File: src/rtl/g2_pkg.sv
package g2_pkg;
  localparam int unsigned IW = 12;
  localparam logic [3:0] GRP_TAG = 4'b0011;

  // accumulator-form codes
  localparam logic [5:0] LC_SKZ  = 6'o05;
  localparam logic [5:0] LC_SKNZ = 6'o01;
  localparam logic [5:0] LC_SKP  = 6'o02;
  localparam logic [5:0] LC_SKN  = 6'o06;
  localparam logic [5:0] LC_CLR  = 6'o10;
  localparam logic [5:0] LC_CMP  = 6'o20;
  localparam logic [5:0] LC_SET  = 6'o30;
  localparam logic [5:0] LC_INC  = 6'o04;
  localparam logic [5:0] LC_NEG  = 6'o24;

  // status-form codes
  localparam logic [5:0] SC_FZ   = 6'o05;
  localparam logic [5:0] SC_FNZ  = 6'o01;
  localparam logic [5:0] SC_OZ   = 6'o45;
  localparam logic [5:0] SC_ONZ  = 6'o41;
  localparam logic [5:0] SC_ALW  = 6'o42;
  localparam logic [5:0] SC_FCLR = 6'o10;
  localparam logic [5:0] SC_FCMP = 6'o20;
  localparam logic [5:0] SC_FSET = 6'o30;
  localparam logic [5:0] SC_OCLR = 6'o50;
  localparam logic [5:0] SC_OCMP = 6'o60;
  localparam logic [5:0] SC_OSET = 6'o70;

  typedef enum logic [2:0] {
    TEST_NONE, TEST_ZERO, TEST_NZ, TEST_POS, TEST_NEG
  } test_e;

  function automatic test_e lane_test(input logic [5:0] code);
    case (code)
      LC_SKZ:  return TEST_ZERO;
      LC_SKNZ: return TEST_NZ;
      LC_SKP:  return TEST_POS;
      LC_SKN:  return TEST_NEG;
      default: return TEST_NONE;
    endcase
  endfunction
endpackage

File: src/rtl/g2_acc_lane.sv
module g2_acc_lane
  import g2_pkg::*;
#(
  parameter int unsigned DW = 12
) (
  input  logic          sel_i,
  input  logic [5:0]    code_i,
  input  logic [DW-1:0] val_i,
  output logic [DW-1:0] val_o,
  output logic          zero_o,
  output logic          neg_o
);
  logic [DW-1:0] mod_val;

  always_comb begin
    case (code_i)
      LC_CLR:  mod_val = '0;
      LC_CMP:  mod_val = ~val_i;
      LC_SET:  mod_val = '1;
      LC_INC:  mod_val = val_i + DW'(1);
      LC_NEG:  mod_val = ~val_i + DW'(1);
      default: mod_val = val_i;
    endcase
  end

  assign val_o  = sel_i ? mod_val : val_i;
  assign zero_o = (val_i == '0);
  assign neg_o  = val_i[DW-1];
endmodule

File: src/rtl/g2_skip_join.sv
module g2_skip_join
  import g2_pkg::*;
#(
  parameter int unsigned NL = 2
) (
  input  logic [NL-1:0] sel_i,
  input  logic [NL-1:0] zero_i,
  input  logic [NL-1:0] neg_i,
  input  test_e         test_i,
  output logic          skip_o
);
  logic all_zero, any_nz, all_pos, all_neg;

  // unselected lanes are neutral in each reduction
  assign all_zero = &(zero_i | ~sel_i);
  assign any_nz   = |(~zero_i & sel_i);
  assign all_pos  = &(~neg_i | ~sel_i);
  assign all_neg  = &(neg_i | ~sel_i);

  always_comb begin
    case (test_i)
      TEST_ZERO: skip_o = all_zero;
      TEST_NZ:   skip_o = any_nz;
      TEST_POS:  skip_o = all_pos;
      TEST_NEG:  skip_o = all_neg;
      default:   skip_o = 1'b0;
    endcase
  end
endmodule

File: src/rtl/g2_status_ops.sv
module g2_status_ops
  import g2_pkg::*;
(
  input  logic       active_i,
  input  logic [5:0] code_i,
  input  logic       ovf_i,
  input  logic       flag_i,
  output logic       ovf_o,
  output logic       flag_o,
  output logic       skip_o
);
  always_comb begin
    ovf_o  = ovf_i;
    flag_o = flag_i;
    skip_o = 1'b0;
    if (active_i) begin
      case (code_i)
        SC_FZ:   skip_o = ~flag_i;
        SC_FNZ:  skip_o = flag_i;
        SC_OZ:   skip_o = ~ovf_i;
        SC_ONZ:  skip_o = ovf_i;
        SC_ALW:  skip_o = 1'b1;
        SC_FCLR: flag_o = 1'b0;
        SC_FCMP: flag_o = ~flag_i;
        SC_FSET: flag_o = 1'b1;
        SC_OCLR: ovf_o  = 1'b0;
        SC_OCMP: ovf_o  = ~ovf_i;
        SC_OSET: ovf_o  = 1'b1;
        default: ;
      endcase
    end
  end
endmodule

File: src/rtl/g2_operate_unit.sv
module g2_operate_unit
  import g2_pkg::*;
#(
  parameter int unsigned DW = 12
) (
  input  logic          clk_i,
  input  logic          rst_ni,
  input  logic          valid_i,
  input  logic [11:0]   instr_i,
  input  logic [DW-1:0] j_i,
  input  logic [DW-1:0] k_i,
  input  logic          ovf_i,
  input  logic          flag_i,
  output logic [DW-1:0] j_o,
  output logic [DW-1:0] k_o,
  output logic          ovf_o,
  output logic          flag_o,
  output logic          skip_o,
  output logic          done_o
);
  localparam int unsigned NL = 2;  // lane 0 = J (bit 6), lane 1 = K (bit 7)

  logic          is_grp;
  logic [NL-1:0] sel;
  logic [5:0]    code;
  logic [DW-1:0] lane_in  [NL];
  logic [DW-1:0] lane_out [NL];
  logic [NL-1:0] lane_zero, lane_neg;
  logic          acc_skip, st_skip, st_ovf, st_flag, nxt_skip;

  assign is_grp     = (instr_i[11:8] == GRP_TAG);
  assign sel        = is_grp ? instr_i[7:6] : '0;
  assign code       = instr_i[5:0];
  assign lane_in[0] = j_i;
  assign lane_in[1] = k_i;

  for (genvar g = 0; g < NL; g++) begin : g_lane
    g2_acc_lane #(.DW(DW)) u_lane (
      .sel_i  (sel[g]),
      .code_i (code),
      .val_i  (lane_in[g]),
      .val_o  (lane_out[g]),
      .zero_o (lane_zero[g]),
      .neg_o  (lane_neg[g])
    );
  end

  g2_skip_join #(.NL(NL)) u_join (
    .sel_i  (sel),
    .zero_i (lane_zero),
    .neg_i  (lane_neg),
    .test_i (lane_test(code)),
    .skip_o (acc_skip)
  );

  g2_status_ops u_status (
    .active_i (is_grp && (sel == '0)),
    .code_i   (code),
    .ovf_i    (ovf_i),
    .flag_i   (flag_i),
    .ovf_o    (st_ovf),
    .flag_o   (st_flag),
    .skip_o   (st_skip)
  );

  assign nxt_skip = (sel != '0) ? acc_skip : st_skip;

  always_ff @(posedge clk_i or negedge rst_ni) begin
    if (!rst_ni) begin
      j_o    <= '0;
      k_o    <= '0;
      ovf_o  <= 1'b0;
      flag_o <= 1'b0;
      skip_o <= 1'b0;
      done_o <= 1'b0;
    end else begin
      done_o <= valid_i;
      skip_o <= valid_i & nxt_skip;
      if (valid_i) begin
        j_o    <= lane_out[0];
        k_o    <= lane_out[1];
        ovf_o  <= st_ovf;
        flag_o <= st_flag;
      end
    end
  end

  a_r1_foreign_passes: assert property (@(posedge clk_i) disable iff (!rst_ni)
    valid_i && (instr_i[11:8] != 4'b0011) |=>
      !skip_o && j_o == $past(j_i) && k_o == $past(k_i) && ovf_o == $past(ovf_i));

  a_r2_k_unselected_held: assert property (@(posedge clk_i) disable iff (!rst_ni)
    valid_i && (instr_i[11:8] == 4'b0011) && !instr_i[7] |=> k_o == $past(k_i));

  a_r4_joint_zero_both: assert property (@(posedge clk_i) disable iff (!rst_ni)
    valid_i && instr_i == 12'o1705 && (j_i != '0 || k_i != '0) |=> !skip_o);

  a_r6_acc_keeps_status: assert property (@(posedge clk_i) disable iff (!rst_ni)
    valid_i && (instr_i[11:8] == 4'b0011) && (instr_i[7:6] != 2'b00) |=>
      ovf_o == $past(ovf_i) && flag_o == $past(flag_i));

  a_r9_always_skip: assert property (@(posedge clk_i) disable iff (!rst_ni)
    valid_i && instr_i == 12'o1442 |=> skip_o);

  a_r10_done_follows: assert property (@(posedge clk_i) disable iff (!rst_ni)
    valid_i |=> done_o);

  a_r10_idle_quiet: assert property (@(posedge clk_i) disable iff (!rst_ni)
    !valid_i |=> !done_o && !skip_o);
endmodule

File: config.mk
export PLATFORM = sky130hd
export DESIGN_NAME = g2_operate_unit
export DESIGN_NICKNAME = d
export VERILOG_FILES = /design/src/rtl/g2_pkg.sv /design/src/rtl/g2_acc_lane.sv /design/src/rtl/g2_skip_join.sv /design/src/rtl/g2_status_ops.sv /design/src/rtl/g2_operate_unit.sv
export SDC_FILE = /design/constraint.sdc
export NUM_CORES = 1
export LEC_CHECK = 0
export BUFFER_PORTS_ARGS = -buffer_cell sky130_fd_sc_hd__buf_4
export CAP_MARGIN = 30
export CORE_MARGIN = 3
export CORE_UTILIZATION = 50
export DETAILED_ROUTE_END_ITERATION = 10
export PLACE_DENSITY = 0.74
export SLEW_MARGIN = 10
export SYNTH_ARGS = -nofsm -noshare
export SYNTH_HDL_FRONTEND = slang
export SYNTH_HIERARCHICAL = 1
export SYNTH_SLANG_ARGS = --single-unit
File: constraint.sdc
create_clock -name clk_i -period 0.8 [get_ports clk_i]
set_input_delay 0.04 -clock clk_i [delete_from_list [all_inputs] [get_ports clk_i]]
set_output_delay 0.04 -clock clk_i [all_outputs]
set_load 0.02 [all_outputs]
==> metrics.csv, run 1 <==
metric,value,unit
status,did not finish,
lastStage,global routing (5_1_grt),
run.stop_error,[ERROR GRT-0232] Routing congestion too high. Check the congestion heatmap in the GUI.,
grt_remaining_overflow,30,
ys_ff_latch,28,
async_set_or_reset_flop_fraction_in_the_synthesized_netlist,1.00,
synth_flop_cell,dfrtp_1,
die_y,86.4,um
gr-usage-all-layers,0.705,
start_util,0.530,
place.detailed.hpwl,9370,um
synth_top_cell_by_area,dfrtp_1,
post_synth_net_total,453,
synth_most_common_cell,nand2_1,
timing.grt.repair.worst_endpoint,j_o[11]$_DFFE_PN0P_/D,
clockRootBuffer,clkbuf_8,
io_buffers,68,
cts.path.max_buffers,2,
seq_area_frac_synth,0.217,
largest_net_degree_at_the_start_of_global_routing,29,
netlist_area,0.00323,sq mm
synth_enable_flop_cells,0,
clkSinkCount,28,
synthDominantCellAreaShare,0.217,
synth_area_per_cell,7.89,sq um
ios,69,
post_synth_most_frequent_cells,"nand2_1, dfrtp_1, o21ai_0",
placement.cell_area,0.00480,sq mm
synthCells,410,
rows,28,
synth.yosys.warnings,6,
synth.top_cells.by_area,"dfrtp_1, mux2_4, nand2_1",
cts_max_level,1,
timing.repair.worst_endpoint_type,register data pin,
global_placer_s_final_weighted_congestion,0.937,
ys_types,66,
cts_buffers,3,
floorplan.die.width,86.4,um
==> stage by stage <==
stage / setup WS [ps] / instances
after detailed placement: -1190 / 655
after global placement: -1150 / 655
after CTS: -785 / 684
after floorplan: -975 / 410
==> layer usage <==
| metal | track usage | overflow |
|---|---|---|
| met1 | 0.708 | 0 |
| met4 | 0.710 | 14 |
| met2 | 0.888 | 15 |
| met5 | 0.112 | 0 |
| met3 | 0.527 | 1 |
==> timing repair <==
action	in CTS
buffers inserted	21
gates resized for setup	104
hold endpoints to repair	28
hold buffers	1
endpoints found under the setup margin	55
gates cloned	3
pin swaps	55
==> cells by family after synthesis <==
kind of cell | synth area share
adder cells (fa/ha/maj) | 0.00774
buffers and inverters | 0.0782
multiplexers | 0.130
flip-flops | 0.217
AO/OA/AOI/OAI | 0.288
AND/OR/NAND/NOR | 0.277
XOR/XNOR | 0.00271
==> inputs of run 2 (changes only) <==
Settings changed: CORE_UTILIZATION 50 to 35, PLACE_DENSITY 0.74 to unset, PLACE_DENSITY_LB_ADDON set to 0.15.
==> run 2 against run 1 <==
Against the previous run:
- area after synthesis did not move
- synthesized cell count did not move
- the flow now finishes, with violations (negative setup slack)
==> metrics.csv, run 2 <==
metric,value,unit,change
floorplan.die.width,102,um,+18%
number_of_drc_violations_after_detailed_routing_iteration_0,192,,
synth.top_cells.by_area,"dfrtp_1, mux2_4, nand2_1",,
synth_area_per_cell,7.89,sq um,unchanged
max_slew_margin,0.698,,
seq_area,701,sq um,
finalSetupViolCount,55,,
synth_top_cell_by_area,dfrtp_1,,
worst-endpoint-arrival,1780,ps,
p_comb_frac,0.453,,
layout-drive-gt1-share,0.555,,
finish.utilization,0.651,,
clockRootBuffer,clkbuf_8,,
dieArea,0.0104,sq mm,
required,980,ps,
rows,34,,+21%
setup_repair_after_global_routing_missed_its_margin,yes,,
core_region_area,0.00885,sq mm,
clk_latency,300,ps,
timing.critical_path.cells,buf_8 > or4b_4 > nor2_4 > a41o_2 > nand2_1 > o311ai_1 > o211ai_1 > mux2_4,,
start_util,0.365,,-0.165
fillers,751,,
layout.cell_area.non_filler,0.00576,sq mm,
area.growth.synth_to_final,78.2,%,
global_placer_s_final_weighted_congestion,0.853,,-9.0%
largest_net_degree_at_the_start_of_global_routing,29,,
place.detailed.hpwl,9120,um,-2.6%
layout_min_cycle_time,1610,ps,
cts_buffers,3,,unchanged
final_max_slew_viol_count,0,,
worst-slew-pin-transition,449,ps,
nets,660,,
leading_cell_types_in_the_layout_fill_and_taps_excluded,"buf_4, buf_6, nand2_1, dfrtp_1, nor2_1",,
grt_pass1_vias,4020,,
critical_path.startpoint_type,primary input,,
worstPathMaxFanout,8,,
clkSinkCount,28,,unchanged
ys_types,66,,unchanged
intPower,3530,uW,
grt_pass1_wl,19900,um,
cts.path.max_buffers,2,,unchanged
async_set_or_reset_flop_fraction_in_the_synthesized_netlist,1.00,,unchanged
multi_input_comb_area,0.00271,sq mm,
placement.cell_area,0.00494,sq mm,+2.9%
ir_worst_vdd,0.794,mV,
finClkSkew,0,ps,
synth_enable_flop_cells,0,,unchanged
finalHoldViolCount,0,,
synth_flop_cell,dfrtp_1,,
ant_nets,0,,
post_drt_wl_per_cell,17.3,um,
status,"finished, violations left",,
ys_ff_latch,28,,unchanged
reg.largest.list,"j_o (12), k_o (12)",,
io_buffers,68,,unchanged
total_power,5320,uW,
netlist_area,0.00323,sq mm,unchanged
post-place-ws,-1130,ps,+54.4 ps
post_synth_most_frequent_cells,"nand2_1, dfrtp_1, o21ai_0",,
power.density,923,mW/mm^2,
synth.yosys.warnings,6,,unchanged
switching_share,0.336,,
most_frequent_standard_cell_in_the_layout_excluding_fill_and_tap_cells,buf_4,,
die_y,102,um,+18%
crit_path_max_incr_delay,590,ps,
initial_antenna_violation_count,0,,
num_antenna_cells,0,,
hold_class,primary input to register,,
grt_remaining_overflow,0,,
finalWirelength,12500,um,
pre_antenna_drt_iters,5,,
power_switching,1790,uW,
max_freq,622,MHz,
drcViolationCount,0,,
synth_most_common_cell,nand2_1,,
tritoncts,yes,,
p_clk_frac,0.232,,
clkSlewWorstSetupHoldPaths,130,ps,
synthDominantCellAreaShare,0.217,,unchanged
power.leakage,0.00259,uW,
gr-usage-all-layers,0.236,,
power_frac_seq,0.315,,
cpMaxStageDelayCell,or4b_4,,
seq_area_frac_synth,0.217,,unchanged
cap_violations,0,,
criticalPathCategory,primary input to register,,
synthCells,410,,unchanged
route.detailed.vias_per_inst,5.65,,
cts_max_level,1,,unchanged
end_kind,register,,
final_min_period_over_clock_period,2.01,,
setup_slack,-807,ps,
post_synth_net_total,453,,unchanged
ios,69,,unchanged
via_count,4089,,
failing_checks,negative setup slack,,
-- run 2: cell counts after synthesis --
No cell type changed its count.
-- run 2: kinds of logic after synthesis --
| kind of cell | Yosys count | synth area share |
|---|---|---|
| adders and majority gates | 2 | 0.00774 |
| AOI/OAI and AO/OA | 134 | 0.288 |
| muxes | 32 | 0.130 |
| and+or+nand+nor | 163 | 0.277 |
| DFF | 28 | 0.217 |
| buffers and inverters | 50 | 0.0782 |
| xor gates and xnor gates | 1 | 0.00271 |
-- run 2: metrics by stage --
stage,hold slack (ps),setup TNS [ps],instances
2_1_floorplan,-256,-20800,410
3_3_place_gp,-2.94,-27020,696
3_5_place_dp,1.56,-27450,696
4_1_cts,76.6,-20400,719
5_1_grt,86.4,-23130,724
6_report,70.1,-20750,724
-- run 2: metal layers --
layer	wire [um]	up-vias	global-route usage
li1	-	1991	-
met1	5530	1974	0.310
met2	6280	99	0.411
met3	397	25	0.0246
met4	311	0	0.0676
met5	0	-	0
-- run 2: timing repair --
| item | in CTS | in global routing |
|---|---|---|
| setup buffers | 19 | 7 |
| pin swaps | 40 | 42 |
| hold endpoints to repair | 29 | 0 |
| hold buffers | 2 | 0 |
| resized for setup | 93 | 36 |
| cloned | 1 | 0 |
| endpoints found under the setup margin | 55 | 55 |
-- run 2: worst max-delay path: cells and delay by family --
family | cells | cell delay [ps]
compound gates | 3 | 510
buf+inv | 1 | 100
mux | 1 | 270
simple gates | 3 | 870
-- run 2: final cells by class --
class / count / share of cell area
clock buffers: 3 / 0.00717
repair buffers: 234 / 0.361
clock inverters: 1 / 0.00521
multi-input cells: 333 / 0.470
flip-flops and latches: 28 / 0.122
inverters: 17 / 0.0111
well taps: 108 / 0.0235
-- run 2: final timing paths --
kind | start | end | slack, ps | cells past startpoint
max | instr_i[1] | j_o[11]$_DFFE_PN0P_ | -810 | 8
min | instr_i[7] | skip_o$_DFF_PN0_ | 70 | 3
max reg2reg | j_o[8]$_DFFE_PN0P_ | j_o[8]$_DFFE_PN0P_ | -100 | 2
min reg2reg | j_o[7]$_DFFE_PN0P_ | j_o[7]$_DFFE_PN0P_ | 550 | 1
max in group asynchronous | rst_ni | j_o[5]$_DFFE_PN0P_ | 290 | 2
min in group asynchronous | rst_ni | k_o[8]$_DFFE_PN0P_ | 190 | 2
-- run 2: power groups by stage --
stage | clock network, uW | logic (uW) | registers, uW
3_5_place_dp | 0 | 2070 | 1670
2_1_floorplan | 0 | 799 | 1850
4_1_cts | 1260 | 2340 | 1670
5_1_grt | 1320 | 2580 | 1690
3_3_place_gp | 0 | 2040 | 1670
6_report | 1230 | 2410 | 1670
Power figures use the tool's default switching activity.
==> inputs of run 3 (changes only) <==
Settings changed: ABC_AREA set to 1.
==> run 3 against run 2 <==
Against the previous run:
- the flow still finishes with violations (negative setup slack)
- combinational power grew 7%
- first-iteration DRC count fell by 54%
- clock-buffer cell count up 1
- global-route usage down 4.1 points
- sequential power is essentially flat
- largest cell class unchanged
- largest power group unchanged
- highest routed layer unchanged
==> metrics.csv, run 3 <==
metric,value,unit,change
io_buffers,68,,unchanged
number_of_drc_violations_after_detailed_routing_iteration_0,88,,-54%
cts_buffers,3,,unchanged
clkSlewWorstSetupHoldPaths,90,ps,-40 ps
dieArea,0.0112,sq mm,+7.9%
route.detailed.vias_per_inst,4.91,,-13%
grt_pass1_wl,18400,um,-7.2%
reg.largest.list,"j_o (12), k_o (12)",,
clkSinkCount,28,,unchanged
largest_net_degree_at_the_start_of_global_routing,29,,unchanged
synth.top_cells.by_area,"dfrtp_1, nand2_1, mux2_4",,
rows,35,,+2.9%
place.detailed.hpwl,8500,um,-6.8%
synth_top_cell_by_area,dfrtp_1,,
status,"finished, violations left",,
criticalPathCategory,primary input to register,,
core_region_area,0.00950,sq mm,+7.4%
crit_path_max_incr_delay,270,ps,-320 ps
synth_most_common_cell,nand2_1,,
netlist_area,0.00350,sq mm,+8.4%
die_y,106,um,+3.9%
finalHoldViolCount,0,,unchanged
ir_worst_vdd,0.963,mV,+21%
worst-endpoint-arrival,1640,ps,-140 ps
setup_slack,-625,ps,+182 ps
total_power,5100,uW,-4.1%
leading_cell_types_in_the_layout_fill_and_taps_excluded,"buf_4, nand2_1, nand2_2, inv_1, buf_6",,
most_frequent_standard_cell_in_the_layout_excluding_fill_and_tap_cells,buf_4,,
synth_flop_cell,dfrtp_1,,
failing_checks,negative setup slack,,
worstPathBufferInverterCount,2,,+1
cap_violations,0,,unchanged
max_freq,702,MHz,+13%
grt_remaining_overflow,0,,unchanged
cts_max_level,1,,unchanged
grt_pass1_vias,3956,,-1.6%
post_synth_most_frequent_cells,"nand2_1, inv_1, nand3_1",,
power.density,841,mW/mm^2,-8.9%
global_placer_s_final_weighted_congestion,0.854,,+0.15%
setup.reg_to_reg.worst_slack,-110,ps,about the same
post_synth_net_total,546,,+21%
hold_ws,177,ps,+107 ps
critical_path.startpoint_type,primary input,,
ys_ff_latch,28,,unchanged
final_max_slew_viol_count,0,,unchanged
cts.path.max_buffers,2,,unchanged
cpMaxStageDelayCell,nor2_4,,
drcViolationCount,0,,unchanged
start_util,0.369,,+0.00341
layout_min_cycle_time,1420,ps,-182 ps
finish.cell_count_without_fillers,810,,+12%
num_antenna_cells,0,,unchanged
async_set_or_reset_flop_fraction_in_the_synthesized_netlist,1.00,,unchanged
ios,69,,unchanged
end_kind,register,,
post_drt_wl_per_cell,14.5,um,-16%
tritoncts,yes,,
hold_class,primary input to register,,
layout-drive-gt1-share,0.643,,+0.0880
ant_nets,0,,unchanged
setup_repair_after_global_routing_missed_its_margin,yes,,
area.growth.synth_to_final,73.0,%,
power.leakage,0.00292,uW,+13%
synth_enable_flop_cells,0,,unchanged
worst-slew-pin-transition,370,ps,-78.5 ps
seq_area_frac_synth,0.200,,-0.0168
pre_antenna_drt_iters,4,,-1
synth.yosys.warnings,6,,unchanged
final_min_period_over_clock_period,1.78,,-0.227
synthCells,503,,+23%
floorplan.die.width,106,um,+3.9%
finalSetupViolCount,55,,unchanged
initial_antenna_violation_count,0,,unchanged
finClkSkew,0,ps,unchanged
finalWirelength,11700,um,-6.3%
path_common_cell,nand2_4,,
placement.cell_area,0.00486,sq mm,-1.6%
critical-path-top-delay-family,simple AND/OR/NAND/NOR gates,,
worstPathMaxFanout,8,,unchanged
gr-usage-all-layers,0.196,,-0.0407
nets,725,,+9.8%
synthDominantCellAreaShare,0.200,,-0.0168
synth_area_per_cell,6.97,sq um,-12%
timing.critical_path.cells,buf_12 > clkinv_8 > nand2_4 > nor2_4 > nand3_2 > nand2_4 > nand2_4 > nor2_4 > nand3b_1 > nand2_1 > nand3_2 > a21oi_2 > mux2_4,,
layout.cell_area.non_filler,0.00606,sq mm,+5.2%
via_count,3981,,-2.6%
placedCellCount,777,,+12%
clockRootBuffer,clkbuf_8,,
finish.utilization,0.638,,-0.0131
clk_latency,260,ps,-40 ps
max_slew_margin,0.753,,+0.0551
ys_types,37,,-44%
required,1010,ps,+30 ps
-- run 3: changes by cell type in the layout (fill, tap and decap cells not counted), sizes merged, moves of 15 or more --
cell | before | now
nand2 | 43 | 137
inv | 17 | 79
buf | 232 | 178
nor2 | 28 | 72
nand3 | 16 | 59
o21ai | 29 | 9
a31oi | 15 | 0
-- run 3: logic make-up (layout without fill, tap and decap cells) --
kind of cell / after synthesis / count (layout) / share of synthesized area
AND/OR/NAND/NOR: 286 / 286 / 0.443
buffers and inverters: 95 / 273 / 0.126
AO/OA/AOI/OAI: 64 / 64 / 0.115
flip-flops: 28 / 28 / 0.200
multiplexers: 26 / 26 / 0.104
adder cells (fa/ha/maj): 2 / 2 / 0.00714
XOR/XNOR: 2 / 2 / 0.00500
-- run 3: final timing paths --
check	startpoint	to	cells past startpoint
setup / recovery	instr_i[3]	j_o[8]$_DFFE_PN0P_	13
hold / removal	k_i[9]	k_o[9]$_DFFE_PN0P_	4
setup reg to reg	k_o[11]$_DFFE_PN0P_	k_o[11]$_DFFE_PN0P_	2
hold reg to reg	k_o[2]$_DFFE_PN0P_	k_o[2]$_DFFE_PN0P_	1
max in group asynchronous	rst_ni	ovf_o$_DFFE_PN0P_	2
min in group asynchronous	rst_ni	j_o[10]$_DFFE_PN0P_	2
-- run 3: final cells by class --
class,count,area (sq um)
fill,818,3440
multi-input combinational,380,3040
inverter,86,379
sequential,28,701
clock buffer,4,55.1
tap,129,161
timing repair buffer,183,1730
-- run 3: report_power, final --
part / switching (uW) / leakage [uW] / internal [uW]
combinational: 1280 / 0.00256 / 1310
sequential: 107 / 0.000330 / 1550
clock: 412 / 0.0000288 / 440
total: 1800 / 0.00292 / 3300
-- run 3: what timing repair did --
| item | 4_1_cts | 5_1_grt |
|---|---|---|
| pin swaps | 80 | 65 |
| gates cloned | 0 | 3 |
| buffers inserted | 11 | 14 |
| hold buffers | 2 | 0 |
| resized for setup | 153 | 69 |
| setup endpoints to repair | 55 | 55 |
| endpoints found under the hold margin | 29 | 0 |
-- run 3: tightest hold or removal path, stage by stage --
cell	delay, ps
buf_4	90
nor2_1	40
a21oi_2	100
mux2_4	140
-- run 3: routing by layer --
layer  track usage  part of all wire  up-vias  wire length (um)
met4        0.0435             0.017        0               205
met2         0.354              0.52       83              6100
met5             0                 0        -                 0
li1              -                 -     1988                 -
met3        0.0285             0.037       20               436
met1         0.246              0.43     1890              4980
-- run 3: through the flow --
step | TNS (ps) | setup slack, ps
after floorplan | -15540 | -663
final | -16390 | -625
after CTS | -15550 | -582
after global placement | -23910 | -1020
after detailed placement | -24480 | -1040
after global routing | -19500 | -709
